==> src/rtl/ct_pkg.sv <==
package ct_pkg;
  typedef enum logic [2:0] {
    CMD_NOP      = 3'd0,
    CMD_CLEAR    = 3'd1,
    CMD_LOAD     = 3'd2,
    CMD_RUN      = 3'd3,
    CMD_HALT     = 3'd4,
    CMD_GATE_ON  = 3'd5,
    CMD_GATE_OFF = 3'd6,
    CMD_LATCH    = 3'd7
  } ct_cmd_e;

  typedef struct packed {
    logic load;
    logic clear;
    logic run;
    logic halt;
    logic gate_on;
    logic gate_off;
  } ct_strobe_t;
endpackage

==> src/rtl/ct_cmd_decode.sv <==
module ct_cmd_decode
  import ct_pkg::*;
#(
  parameter int ADDR_W   = 2,
  parameter int CMD_ADDR = 3,
  parameter int NUM_CNT  = 2
) (
  input  logic                      wr_en,
  input  logic [ADDR_W-1:0]         wr_addr,
  input  logic [7:0]                wr_data,
  output ct_strobe_t [NUM_CNT-1:0]  strb_o,
  output logic                      latch_o,
  output logic                      latch_sel_o
);
  logic    cmd_wr;
  ct_cmd_e code;

  assign cmd_wr      = wr_en && (wr_addr == ADDR_W'(CMD_ADDR));
  assign code        = ct_cmd_e'(wr_data[2:0]);
  assign latch_o     = cmd_wr && (code == CMD_LATCH);
  assign latch_sel_o = wr_data[7];

  for (genvar gi = 0; gi < NUM_CNT; gi++) begin : g_dec
    logic hit;
    assign hit = cmd_wr && (wr_data[7] == gi[0]);
    assign strb_o[gi].load     = hit && (code == CMD_LOAD);
    assign strb_o[gi].clear    = hit && (code == CMD_CLEAR);
    assign strb_o[gi].run      = hit && (code == CMD_RUN);
    assign strb_o[gi].halt     = hit && (code == CMD_HALT);
    assign strb_o[gi].gate_on  = hit && (code == CMD_GATE_ON);
    assign strb_o[gi].gate_off = hit && (code == CMD_GATE_OFF);
  end
endmodule

==> src/rtl/ct_down_counter.sv <==
module ct_down_counter
  import ct_pkg::*;
#(
  parameter int W = 16
) (
  input  logic         clk,
  input  logic         rst_n,
  input  ct_strobe_t   strb,
  input  logic [W-1:0] load_val,
  input  logic         tick,
  input  logic         gate,
  output logic [W-1:0] count_o,
  output logic         out_o
);
  logic [W-1:0] cnt_q, rel_q;
  logic         en_q, gmode_q, out_q;
  logic         qualified;

  assign qualified = tick && en_q && (!gmode_q || gate);

  always_ff @(posedge clk) begin
    if (!rst_n) begin
      cnt_q <= '0;
      rel_q <= '0;
      out_q <= 1'b0;
    end else if (strb.load) begin
      cnt_q <= load_val;
      rel_q <= load_val;
      out_q <= 1'b0;
    end else if (strb.clear) begin
      cnt_q <= '0;
      out_q <= 1'b0;
    end else if (tick) begin
      if (qualified && (cnt_q <= W'(1))) begin
        cnt_q <= rel_q;
        out_q <= 1'b1;
      end else if (qualified) begin
        cnt_q <= cnt_q - W'(1);
        out_q <= 1'b0;
      end else begin
        out_q <= 1'b0;
      end
    end
  end

  always_ff @(posedge clk) begin
    if (!rst_n) begin
      en_q    <= 1'b0;
      gmode_q <= 1'b0;
    end else begin
      if (strb.run)       en_q    <= 1'b1;
      else if (strb.halt) en_q    <= 1'b0;
      if (strb.gate_on)       gmode_q <= 1'b1;
      else if (strb.gate_off) gmode_q <= 1'b0;
    end
  end

  assign count_o = cnt_q;
  assign out_o   = out_q;
endmodule

==> src/rtl/ct_readback.sv <==
module ct_readback #(
  parameter int DATA_BYTES = 3,
  parameter int ADDR_W     = 2,
  localparam int SNAP_W    = 8 * DATA_BYTES
) (
  input  logic              clk,
  input  logic              rst_n,
  input  logic              latch,
  input  logic [SNAP_W-1:0] latch_val,
  input  logic [ADDR_W-1:0] rd_addr,
  output logic [7:0]        rd_data
);
  logic [SNAP_W-1:0] snap_q;

  always_ff @(posedge clk) begin
    if (!rst_n)     snap_q <= '0;
    else if (latch) snap_q <= latch_val;
  end

  always_comb begin
    rd_data = 8'h00;
    for (int b = 0; b < DATA_BYTES; b++) begin
      if (rd_addr == ADDR_W'(b)) rd_data = snap_q[8*b +: 8];
    end
  end
endmodule

==> src/rtl/ct_latched_timer.sv <==
module ct_latched_timer
  import ct_pkg::*;
#(
  parameter int CNT0_W = 24,
  parameter int CNT1_W = 16
) (
  input  logic       clk,
  input  logic       rst_n,
  input  logic       wr_en,
  input  logic [1:0] wr_addr,
  input  logic [7:0] wr_data,
  input  logic [1:0] rd_addr,
  output logic [7:0] rd_data,
  input  logic [1:0] cnt_tick_i,
  input  logic [1:0] cnt_gate_i,
  output logic [1:0] cnt_out_o
);
  localparam int NUM_CNT    = 2;
  localparam int ADDR_W     = 2;
  localparam int DATA_BYTES = 3;
  localparam int CMD_ADDR   = DATA_BYTES;
  localparam int STAGE_W    = 8 * DATA_BYTES;

  ct_strobe_t [NUM_CNT-1:0] strb;
  logic                     latch, latch_sel;
  logic [STAGE_W-1:0]       stage_q;
  logic [STAGE_W-1:0]       count_ext [NUM_CNT];
  logic [STAGE_W-1:0]       latch_val;

  ct_cmd_decode #(.ADDR_W(ADDR_W), .CMD_ADDR(CMD_ADDR), .NUM_CNT(NUM_CNT)) u_dec (
    .wr_en(wr_en), .wr_addr(wr_addr), .wr_data(wr_data),
    .strb_o(strb), .latch_o(latch), .latch_sel_o(latch_sel)
  );

  for (genvar bi = 0; bi < DATA_BYTES; bi++) begin : g_stage
    always_ff @(posedge clk) begin
      if (!rst_n) stage_q[8*bi +: 8] <= 8'h00;
      else if (wr_en && (wr_addr == ADDR_W'(bi))) stage_q[8*bi +: 8] <= wr_data;
    end
  end

  for (genvar gi = 0; gi < NUM_CNT; gi++) begin : g_cnt
    localparam int W = (gi == 0) ? CNT0_W : CNT1_W;
    logic [W-1:0]       cnt;
    logic [STAGE_W-1:0] ext;

    ct_down_counter #(.W(W)) u_ctr (
      .clk(clk), .rst_n(rst_n), .strb(strb[gi]),
      .load_val(stage_q[W-1:0]),
      .tick(cnt_tick_i[gi]), .gate(cnt_gate_i[gi]),
      .count_o(cnt), .out_o(cnt_out_o[gi])
    );

    always_comb begin
      ext        = '0;
      ext[W-1:0] = cnt;
    end
    assign count_ext[gi] = ext;
  end

  assign latch_val = latch_sel ? count_ext[1] : count_ext[0];

  ct_readback #(.DATA_BYTES(DATA_BYTES), .ADDR_W(ADDR_W)) u_rb (
    .clk(clk), .rst_n(rst_n), .latch(latch), .latch_val(latch_val),
    .rd_addr(rd_addr), .rd_data(rd_data)
  );
endmodule

==> config.mk <==
export PLATFORM = sky130hd
export DESIGN_NAME = ct_latched_timer
export DESIGN_NICKNAME = d
export VERILOG_FILES = /design/src/rtl/ct_pkg.sv /design/src/rtl/ct_cmd_decode.sv /design/src/rtl/ct_down_counter.sv /design/src/rtl/ct_readback.sv /design/src/rtl/ct_latched_timer.sv
export SDC_FILE = /design/constraint.sdc
export NUM_CORES = 1
export LEC_CHECK = 0
export BUFFER_PORTS_ARGS = -buffer_cell sky130_fd_sc_hd__buf_2
export CORE_ASPECT_RATIO = 0.5
export CORE_MARGIN = 4
export CORE_UTILIZATION = 58
export DETAILED_ROUTE_END_ITERATION = 10
export HOLD_SLACK_MARGIN = 0.03
export PLACE_DENSITY = 0.81
export SLEW_MARGIN = 20
export SYNTH_ARGS = -nofsm -noshare
export SYNTH_HDL_FRONTEND = slang
export SYNTH_SLANG_ARGS = --single-unit
==> constraint.sdc <==
create_clock -name clk -period 3 [get_ports clk]
set_input_delay 0.15 -clock clk [delete_from_list [all_inputs] [get_ports clk]]
set_output_delay 0.15 -clock clk [all_outputs]
set_load 0.05 [all_outputs]
==> After elaboration in Yosys (flattened, before gate mapping) <==
Index checks and enable logic that the tools add are counted.
{ "totals": {"register_bits": 134, "latchBits": 0, "ramBits": 0, "rom_bits": 0, "in_bits": 19, "output_inout_bits": 10, "word_cells": 99, "n_memories": 0} }
{ "op_classes": {"n_addsub": 2, "n_mul": 0, "n_div": 0, "magnitude_cmp": 2, "n_eq_ne": 12, "shifts": 0, "n_mux": 24, "n_bitwise": 2, "n_reduce_logical": 43} }
{ "ops": {"columns": ["cell", "count"], "rows": [
  ["two-way mux 24 bit", 6],
  ["two-way mux 16 bit", 5],
  ["logical AND 1 bit", 25],
  ["<= comparator 24 x 1 -> 1 bit (second input constant)", 1],
  ["two-way mux 8 bit", 3],
  ["subtractor 24 x 1 -> 24 bit (second input constant)", 1],
  ["<= comparator 16 x 1 -> 1 bit (second input constant)", 1],
  ["subtractor 16 x 1 -> 16 bit (second input constant)", 1],
  ["== test 3 bit (second input constant)", 4],
  ["two-way mux 1 bit", 10],
  ["nonzero test 2 bit", 4],
  ["nonzero test 4 bit", 2],
  ["== test 2 bit (second input constant)", 3],
  ["== test 3 x 2 -> 1 bit (second input constant)", 2],
  ["nonzero test 3 bit", 2],
  ["OR reduction 3 bit", 2],
  ["== test 2 x 1 -> 1 bit (second input constant)", 2],
  ["logical NOT 2 bit", 2],
  ["AND reduction 2 bit", 2],
  ["== test 3 x 1 -> 1 bit (second input constant)", 1],
  ["logical NOT 1 bit", 2],
  ["logical OR 1 bit", 2],
  ["NOT 1 bit", 2]
]} }

==> Longest topological paths before layout <==
{ "logic_depth": {"word_depth": 8, "mapped_depth": 10, "depth_no_buf": 8} }

==> Cells and area by module <==
Synthesis repeated with hierarchy kept, for this count alone.
{ "hier_totals": {"cells_unflattened": 781, "hier_area_um2": 7098.1} }
{ "by_module_without_submodules": {"columns": ["mod", "n_inst", "cells_each", "area_each_um2", "seq_area_each_um2"], "rows": [
  ["ct_down_counter at g_cnt[0].u_ctr", 1, 324, 2745.1, 1021.0],
  ["ct_down_counter at g_cnt[1].u_ctr", 1, 217, 1903.1, 700.7],
  ["ct_latched_timer", 1, 116, 1144.8, 480.5],
  ["ct_readback", 1, 97, 1112.3, 480.5],
  ["ct_cmd_decode", 1, 27, 192.7, 0.0]
]} }

==> Worst setup path after synthesis <==
No wires, ideal clock.
{ "synth_path": {"path_type": "flip-flop to flip-flop", "from": "reg g_cnt[0].u_ctr.cnt_q[15]", "to": "reg g_cnt[0].u_ctr.cnt_q[23]", "setup_ns": 0.136, "arrival_time_ns": 2.033, "required_ns": 2.864, "path_slack_ns": 0.831, "stages_incl_launch_ff": 7, "path_buffers": 0, "synth_period_minus_slack_ns": 2.169, "path_cell_list": "dfxtp_1 -> or4_4 -> or3b_1 -> or4_1 -> xnor2_1 -> mux2i_1 -> o32ai_2"} }
{ "synth_via": {"elab_chain_cells": 6, "elab_cells_between_ends": 10, "classes_between": "add/sub (1); order compare (1); mux (5); reduce/logical (3)"} }
{ "synth_rtl": {"columns": ["item", "line", "rtl"], "rows": [
  ["start: declaration", "ct_down_counter.sv:15", "logic [W-1:0] cnt_q, rel_q;"],
  ["start signal: assignment", "ct_down_counter.sv:27", "cnt_q <= load_val;"],
  ["start signal: assignment", "ct_down_counter.sv:35", "cnt_q <= rel_q;"],
  ["start signal: assignment", "ct_down_counter.sv:38", "cnt_q <= cnt_q - W'(1);"],
  ["subtractor 24 x 1 -> 24 bit / <= comparator 24 x 1 -> 1 bit (equally long branches)", "ct_down_counter.sv:38, ct_down_counter.sv:34", null],
  ["two-way mux 24 bit / logical AND 1 bit (equally long branches)", "ct_down_counter.sv:37, ct_down_counter.sv:34", null],
  ["two-way mux 24 bit", "ct_down_counter.sv:34", "if (qualified && (cnt_q <= W'(1))) begin"],
  ["two-way mux 24 bit", "ct_down_counter.sv:33", "end else if (tick) begin"],
  ["two-way mux 24 bit", "ct_down_counter.sv:30", "end else if (strb.clear) begin"],
  ["two-way mux 24 bit", "ct_down_counter.sv:26", "end else if (strb.load) begin"]
]} }
Several ways; a longest one is shown, not always the timed one. The select of a mux whose other input is x is not followed.
A chain may end at the register's enable or synchronous reset.

==> Worst setup path after layout <==
{ "layout_path": {"from": "reg g_cnt[0].u_ctr.cnt_q[0]", "to": "reg g_cnt[0].u_ctr.cnt_q[20]"} }
The elaborated chain is that of the path after synthesis.

==> results.py <==
metrics = {
    "sta": {
        "slew_viol_final": 0,
        "rsz0062_at_grt": "false",
        "fin_crit_sh": 0.887,
        "timing.setup.tns_ns": 0,
        "timing.fmax_mhz": 376,
        "fin_worst_skew_ns": 0.00665,
        "worst_slew_pin_slew_ns": 0.940,
        "layout_min_cycle_time_ns": 2.66,
        "finalSetupViolations": 0,
        "hold_viol": 0,
        "max_slew_margin": 0.374,
        "timing.final.ws_setup_ns": 0.339,
    },
    "logic_synthesis": {
        "ys_warn_count": 0,
        "ys_seq_area_frac": 0.414,
        "synth_cell_types": 62,
        "synthArstFlopShare": 0,
        "synth_nets": 819,
        "ys.flop_type": "dfxtp_1",
        "synthesis.area_sq_mm": 0.00647,
        "yosysTopAreaCellShare": 0.414,
        "syn_inst": 796,
        "synth_edf_count": 0,
        "ys_ff_latch": 134,
        "synth_area_leaders": "dfxtp_1 41%, mux2i_1 7.7%, nand2_1 7.2%, a21oi_1 4.7%, nor2_1 4.6%",
        "synth_area_leader_cell": "dfxtp_1",
        "synth_area_per_cell_sq_um": 8.13,
        "yosysMostFrequentCell": "dfxtp_1",
        "synth_common_cells": "134 x dfxtp_1, 124 x nand2_1, 79 x nor2_1, 61 x a21oi_1",
    },
    "run_status": {
        "outcome": "complete, no violations",
    },
    "worst_setup_path": {
        "cp_max_fo": 6,
        "crit_start": "g_cnt[0].u_ctr.count_o[0]$_SDFFE_PN0P_",
        "arrival_ns": 2.94,
        "r2r_cells": 8,
        "start_kind": "flop",
        "crit_type": "reg2reg",
        "crit_path_end": "g_cnt[0].u_ctr.count_o[20]$_SDFFE_PN0P_",
        "required_ns": 3.28,
        "r2r_start": "g_cnt[0].u_ctr.count_o[0]$_SDFFE_PN0P_",
        "rrSetupSlack_ns": 0.34,
        "worstSetupEndpointType": "flop",
        "reg2reg_to": "g_cnt[0].u_ctr.count_o[20]$_SDFFE_PN0P_",
    },
    "global_route": {
        "grt_start_max_net_pins": 52,
        "gr-usage-all-layers": 0.301,
        "grt_first_pass_wirelength_um": 30400,
        "gr-total-overflow": 0,
        "grt_pass1_vias": 5795,
        "antenna_found_initial": 0,
    },
    "cells_and_area": {
        "syn2layout_area_growth_pct": 14.0,
        "antenna_cells": 0,
        "drive_gt1_frac": 0.112,
        "final_util": 0.700,
        "final_nets": 830,
    },
    "cts": {
        "htreeDepth": 4,
        "numCtsBuffers": 17,
        "clk_path_buf_depth": 2,
        "cts_sinks": 134,
        "clk_pin_slew_ns": 0.06,
        "ctsRootBufferMaster": "clkbuf_16",
        "cts_tree": "done",
        "clk_latency_ns": 0.42,
    },
    "routing": {
        "wl_um": 18700,
        "drtAntennaViolNets": 0,
        "num_vias": 6175,
        "drt_iter0_drc": 723,
        "drtPass1Iterations": 6,
        "wl_per_cell_um": 19.5,
        "route.detailed.drc": 0,
        "vias_per_cell": 6.43,
    },
    "placement": {
        "gp_congestion": 0.950,
        "dp_hpwl_um": 12700,
        "dp_slack_ns": 0.637,
        "portBuffers": 28,
    },
    "floorplanning": {
        "ios": 29,
        "coreArea_sq_mm": 0.0105,
        "die_y_um": 82.7,
        "dieWidth_um": 157,
        "dieArea_sq_mm": 0.0130,
        "start_util": 0.614,
        "rows": 26,
    },
    "power": {
        "vdd_drop_max_mv": 0.429,
        "p_leak_uw": 0.00290,
        "p_per_area_mw_per_mm2": 626,
    },
    "job": {
        "drv_cap": 0,
    },
    "worst_hold_path": {
        "hp-class": "in2reg",
    },
}
==> how the worst min path moves through the flow <==
| stage | startpoint | to | slack [ns] | cells after the start |
|---|---|---|---|---|
| floorplan | wr_data[2] | stage_q[10]$_SDFFE_PN0P_ | 0.29 | 2 |
| global placement | wr_data[4] | stage_q[20]$_SDFFE_PN0P_ | 0.44 | 3 |
| detailed placement | wr_data[4] | stage_q[20]$_SDFFE_PN0P_ | 0.44 | 3 |
| CTS | wr_data[3] | stage_q[3]$_SDFFE_PN0P_ | 0.04 | 3 |
| global route | wr_data[6] | stage_q[14]$_SDFFE_PN0P_ | 0.05 | 3 |
| finish | wr_data[3] | stage_q[3]$_SDFFE_PN0P_ | 0.05 | 3 |
==> power breakdown <==
part | leakage, uW | internal [uW] | switching, uW
Clock | 0.000313 | 1490 | 802
Combinational | 0.00151 | 195 | 271
Sequential | 0.00108 | 1810 | 43.8
Total | 0.00290 | 3500 | 1120
==> per-layer routing <==
layer  wire length, um  track usage  vias up
li1                  -            -     2879
met2              7990        0.474      310
met3              1970       0.0755       56
met4               637        0.132        0
met5                 0            0        -
met1              8080        0.397     2930
==> registers in the layout (all words and copies together) (netlist names) <==
signal,flops
g_cnt.u_ctr.en_q,2
g_cnt.u_ctr.count_o,40
u_rb.snap_q,24
g_cnt.u_ctr.gmode_q,2
stage_q,24
g_cnt.u_ctr.rel_q,40
g_cnt.u_ctr.out_o,2
==> what timing repair did <==
action	4_1_cts	5_1_grt
hold buffers	3	0
setup endpoints to repair	0	1
endpoints found under the hold margin	3	0
buffers inserted	0	0
resized for setup	0	1
==> critical path: stages (launching register included) <==
cell and delay, ns:
dfxtp_1 0.35, inv_1 0.10, ha_1 0.27, nor4b_1 0.51
nand2_1 0.24, nor2_1 0.25, a21boi_0 0.18, a2111oi_1 0.52
a211oi_1 0.09
==> area by class of cell <==
type | count | area, sq um
flip-flops and latches | 134 | 2680
multi-input cells | 598 | 3530
fillers | 829 | 3160
inverters | 7 | 26.3
repair buffers | 49 | 318
clock buffers | 19 | 443
well taps | 140 | 175
clock inverters | 13 | 203
==> cell families after synthesis <==
family                   count (synthesis)  share of synthesized area
multiplexers                            53                     0.0825
buffers and inverters                   64                     0.0408
flip-flops                             134                      0.414
AND/OR/NAND/NOR                        297                      0.212
XOR/XNOR                                30                     0.0406
adder cells (fa/ha/maj)                  4                    0.00773
AO/OA/AOI/OAI                          214                      0.202
==> cell usage in the layout, fill, tap and decap left out, types with 18 or more instances in the layout <==
cell      instances
nor2_1           78
o21ai_0          50
mux2i_1          50
a21oi_1          61
dfxtp_1         134
o211ai_1         18
nand2_1         124
a31oi_1          28
buf_2            28
==> through the flow <==
stage / hold slack [ns] / cells / total power (uW) / area, sq um
2_1_floorplan: 0.294 / 796 / 2220 / 6470
3_3_place_gp: 0.438 / 925 / 2330 / 6700
3_5_place_dp: 0.444 / 925 / 2330 / 6700
4_1_cts: 0.0366 / 960 / 4610 / 7380
5_1_grt: 0.0490 / 960 / 4750 / 7380
6_report: 0.0482 / 960 / 4620 / 7380
No activity file was read; power rests on OpenSTA's default activity.
